===== config.mk =====
export PLATFORM = sky130hd
export DESIGN_NAME = fan_duty_ctrl
export DESIGN_NICKNAME = d
export VERILOG_FILES = /design/src/rtl/fan_duty_ctrl.sv
export SDC_FILE = /design/constraint.sdc
export NUM_CORES = 1
export LEC_CHECK = 0
export CAP_MARGIN = 10
export CORE_MARGIN = 1.5
export CORE_UTILIZATION = 60
export DETAILED_ROUTE_END_ITERATION = 12
export PLACE_DENSITY_LB_ADDON = 0.08
export SLEW_MARGIN = 25
export SYNTH_ARGS = -nofsm -noshare
export SYNTH_HDL_FRONTEND = slang
export SYNTH_SLANG_ARGS = --single-unit

===== constraint.sdc =====
create_clock -name clk -period 4.6 [get_ports clk]
set_input_delay 1.15 -clock clk [delete_from_list [all_inputs] [get_ports clk]]
set_output_delay 1.15 -clock clk [all_outputs]
set_load 0.02 [all_outputs]

===== src/rtl/fan_duty_ctrl.sv =====
module fan_duty_ctrl #(
  parameter int N_SRC = 8,
  parameter int TW = 8,
  parameter int DW = 8,
  parameter int RW = 2,
  parameter int BASE_SHIFT = 4,
  parameter logic [DW-1:0] RST_DUTY = 8'h80
) (
  input  logic                 clk,
  input  logic                 rst_n,
  input  logic [N_SRC*TW-1:0]  temp_bus,
  input  logic [$clog2(N_SRC)-1:0] src_sel,
  input  logic                 duty_mode,
  input  logic [TW-1:0]        upper_bound,
  input  logic [TW-1:0]        hyst,
  input  logic [RW-1:0]        rate_sel,
  input  logic                 jump_hi_en,
  input  logic                 jump_lo_en,
  input  logic [DW-1:0]        hi_duty,
  input  logic [DW-1:0]        lo_duty,
  input  logic                 interp_en,
  output logic [DW-1:0]        duty
);
  localparam int CW = BASE_SHIFT + (1 << RW) - 1;
  localparam int PW = DW + TW;

  logic [TW-1:0] t_sel, lo_thr, width, offs;
  logic          hot, cold;
  logic [CW-1:0] cnt, mask;
  logic          tick;
  logic          up_dir;
  logic [DW-1:0] span, itgt, nxt;
  logic [PW-1:0] prod, frac;

  assign t_sel  = temp_bus[src_sel*TW +: TW];
  assign lo_thr = (hyst > upper_bound) ? '0 : upper_bound - hyst;
  assign hot    = t_sel > upper_bound;
  assign cold   = t_sel < lo_thr;
  assign width  = upper_bound - lo_thr;
  assign offs   = t_sel - lo_thr;

  assign mask = CW'((1 << (BASE_SHIFT + int'(rate_sel))) - 1);
  assign tick = (cnt & mask) == mask;

  assign up_dir = hi_duty >= lo_duty;
  assign span   = up_dir ? hi_duty - lo_duty : lo_duty - hi_duty;
  assign prod   = {{TW{1'b0}}, span} * {{DW{1'b0}}, offs};
  assign frac   = (width == '0) ? '0 : prod / {{DW{1'b0}}, width};
  assign itgt   = up_dir ? lo_duty + frac[DW-1:0] : lo_duty - frac[DW-1:0];

  always_comb begin
    nxt = duty;
    if (hot) begin
      if (duty_mode && jump_hi_en)   nxt = hi_duty;
      else if (tick && duty != '1)   nxt = duty + 1'b1;
    end else if (cold) begin
      if (duty_mode && jump_lo_en)   nxt = lo_duty;
      else if (tick && duty != '0)   nxt = duty - 1'b1;
    end else if (interp_en && tick) begin
      if (duty < itgt)               nxt = duty + 1'b1;
      else if (duty > itgt)          nxt = duty - 1'b1;
    end
  end

  always_ff @(posedge clk or negedge rst_n) begin
    if (!rst_n) begin
      cnt  <= '0;
      duty <= RST_DUTY;
    end else begin
      cnt  <= cnt + 1'b1;
      duty <= nxt;
    end
  end
endmodule


==> impl_metrics.ini, run 1 <==
[run_status]
status = stopped before the end
last-stage-reached = 4_1_cts
first-error = [ERROR DPL-0038] Utilization greater than 100%, impossible to legalize

[floorplanning]
row_count = 51
floorplan.io_pins = 115
chipWidth_um = 144.0
die_h_um = 144.0
start_util = 0.6131

[clocking]
cts.sinks = 15
cts_made_buffers = 3
clk_path_buf_depth = 2
htree_levels = 1
postCtsHoldBufs = 0
cts_resized = 249
clock-root-buffer = clkbuf_16
postCtsSetupRepairBufs = 234

[place]
gp_routability_congestion = 1.020
dpl.hpwl_um = 46590
placed_cell_area_mm2 = 0.01815
port_buffers = 114

[synthesis]
synthesis.area_mm2 = 0.01193
asyncSetResetFlopFracSynth = 1.000
synthDistinctLibCells = 97
syn_inst = 1595
synthesis.nets = 1948
ys_ff_latch = 15
avgSynthCellArea_um2 = 7.481
ys_warn_count = 0
synth.yosys.seq_area_share = 0.03156
top_reg_cell_synth = dfrtp_1
number_of_flops_mapped_to_enable_cells_by_yosys = 0
cell usage after synthesis, types with 39 or more instances:
library cell  instances  share of area
o21ai_0              75          0.031
nor2_1              190          0.060
nand2_1             114          0.036
xnor2_1              53          0.039
nor3_1               60          0.025
o21a_1               53          0.033
a21o_1               41          0.026
fa_1                 42          0.070
inv_1               116          0.036
a21oi_1             117          0.049
ha_1                204           0.21
nand3_1              39          0.016
through the flow:
stage          setup WS [ns]  std cells  hold slack [ns]
2_1_floorplan         -33.87       1595           0.4139
3_5_place_dp          -35.89       2507           0.4431
3_3_place_gp          -33.14       2507           0.4334
logic make-up after synthesis:
group / share of synthesized area
xor gates and xnor gates: 0.06019
DFF: 0.03156
adders and majority gates: 0.2844
buffers and inverters: 0.05222
and+or+nand+nor: 0.2366
AOI/OAI and AO/OA: 0.2603
muxes: 0.07487
==> run 2: changes to the inputs <==
CORE_UTILIZATION = 40   (was 60)
PLACE_DENSITY_LB_ADDON = 0.15   (was 0.08)
==> impl_metrics.ini, run 2 <==
[route]
detailed_route_wire_length_um = 47520
detail_route.wl_per_cell_um = 16.83
drt-initial-drc-count = 827
first_pass_iters = 5
antenna_nets_post_route = 0
remaining_drc_errors = 0
num_vias = 15530
via_per_inst = 5.499

[synthesis]
synth.yosys.seq_area_share = 0.03156
avgSynthCellArea_um2 = 7.481
post-synth-top-area-fraction = 0.2139
synthesis.nets = 1948
syn_inst = 1595
synth_xor_xnor_area_share = 0.06019
number_of_flops_mapped_to_enable_cells_by_yosys = 0
top_reg_cell_synth = dfrtp_1
synth.cells.most_frequent = 204 x ha_1, 190 x nor2_1, 117 x a21oi_1
synth-adder-area-share = 0.2844
post_synthesis_cell_type_with_the_largest_combined_area = ha_1
synth_compound_gate_area_share = 0.2602
synth.most_common_cell = ha_1
ys_ff_latch = 15
synth_area_leaders = ha_1 21%, fa_1 7.0%, nor2_1 6.0%, a21oi_1 4.9%, xnor2_1 3.9%
synthesis.area_mm2 = 0.01193
asyncSetResetFlopFracSynth = 1.000
synth-simple-area-share = 0.2366
mux_contribution_to_synthesized_area = 0.07487
synth_top_family_by_area = adder cells
ys_warn_count = 0
synthDistinctLibCells = 97

[global_routing]
grt_first_pass_wirelength_um = 74750
antenna_found_initial = 0
overall_global_routing_resource_usage = 0.2911
first_global_vias = 15640
grt_start_max_net_pins = 23
globalRouteOverflowTotal = 0

[floorplanning]
floorplan.io_pins = 115
core_area_mm2 = 0.02948
floorplan.die_area_mm2 = 0.03088
chipWidth_um = 175.7
row_count = 63
start_util = 0.4048
die_h_um = 175.7

[final_layout]
largestRegisters = duty: 8 flops, cnt: 7 flops
layout-area-overhead-vs-synth_pct = 74.82
drive_above_1_share = 0.4507
finish.net_count = 2788
layout_common_cells = 735 x buf_4, 163 x ha_1, 161 x nor2_1
antenna_cells = 0
biggest_register = duty
largest_register_ff_count = 8
n_fill_cell = 2328
commonest_non_fill_non_tap_cell_in_the_layout = buf_4
final-instance-count-excl-fill = 2824

[sta]
fin_skew_ns = 0.002533
timing.final.ws_setup_ns = -33.95
grt_setup_unrepaired = true
rel_slew_slack = 0.5267
worst_slew_pin_slew_ns = 0.7078
layout_worst_path_cycle_share = 8.380
report.final.hold_viol_count = 0
achievable-frequency_ghz = 0.02594
finalSetupViolations = 8
finalCriticalPeriod_ns = 38.55
final_number_of_max_transition_violations = 0

[clocking]
clock-root-buffer = clkbuf_16
cts_made_buffers = 3
cts_tree = yes
htree_levels = 1
cts.sinks = 15
clk_path_buf_depth = 2
clock_pin_transition_on_the_worst_setup_and_hold_timing_paths_ns = 0.05
clk_latency_ns = 0.25

[setup_path]
worst_path_most_repeated_cell = o21a_1
critical-path-max-stage-delay_ns = 0.57
critical_path.startpoint_type = primary input
critical_path_required_ns = 4.76
data_arrival_time_of_the_worst_path_ns = 38.71
critical_path.max_fanout = 7
timing_worst_setup_path_type = primary input to flop
crit_slowest_cell = fa_1
endpoint_kind = flop

[run]
cap_violations = 0

[worst_hold_path]
path_class_of_the_lowest_slack_min_delay_path = flop to flop

[place]
gp_routability_congestion = 0.9287
dpl.hpwl_um = 35700
port_buffers = 114
dpl.cell_count = 2659
dp_slack_ns = -34.69

[run_status]
status = finished, violations left
violated_checks = setup timing
==> run 2: cell counts after synthesis <==
No cell type changed its count.
==> run 2: cell type report <==
cell class	instances	area [µm²]	share of cell area
clock buffer	3	75.07	0.003599
clock inverter	1	5.005	0.0002399
inverter	116	450.4	0.02159
multi-input combinational	1429	12560	0.6022
sequential	15	376.6	0.01805
tap	390	488.0	0.02339
timing repair buffer	870	6904	0.3310
==> run 2: critical path, delay by kind of cell <==
family	cells	cell delay [ns]
AOI/OAI and AO/OA	106	18.12
adders and majority gates	25	7.43
xor gates and xnor gates	3	0.56
muxes	2	0.45
and+or+nand+nor	63	8.67
buffers and inverters	18	2.29
==> run 2: cells by family after synthesis <==
family | Yosys count
AOI/OAI and AO/OA | 463
buffers and inverters | 151
xor gates and xnor gates | 82
muxes | 64
adders and majority gates | 246
and+or+nand+nor | 574
DFF | 15
==> run 2: per-layer routing <==
layer  track usage  vias up  share of wire
li1              -     7514              -
met1        0.3715     7275           0.43
met2        0.5181      585           0.48
met3       0.02056      155          0.049
met4       0.09402        0          0.040
met5             0        -              0
==> run 2: through the flow <==
step	hold WS (ns)	area, µm²	util	setup TNS (ns)
3_5_place_dp	0.4618	18530	0.6287	-276.87
5_1_grt	0.4926	20860	0.7076	-285.40
3_3_place_gp	0.4327	18530	0.6287	-269.13
2_1_floorplan	0.4139	12640	-	-270.19
6_report	0.4639	20860	0.7076	-271.42
4_1_cts	0.4763	20020	0.6792	-264.44
==> run 2: path summary, 6_finish.rpt <==
path,from,cells after the start,slack (ns),to
min reg2reg,cnt[0],1,0.46,cnt[0]
max reg2reg,duty[0],15,2.02,duty[2]
min,cnt[0],1,0.46,cnt[0]
max,hi_duty[1],217,-33.95,duty[7]
min in group asynchronous,rst_n,1,1.33,cnt[0]
max in group asynchronous,rst_n,1,2.82,duty[4]
==> run 2: timing repair <==
item	CTS	global route
gates resized for setup	143	93
buffers inserted	117	43
hold buffers	0	0
pin swaps	151	148
cloned	0	1
setup endpoints to repair	8	8
Power of run 2 is not shown: default switching activity piles up to over one toggle a cycle in this logic, so the estimate is an artifact.
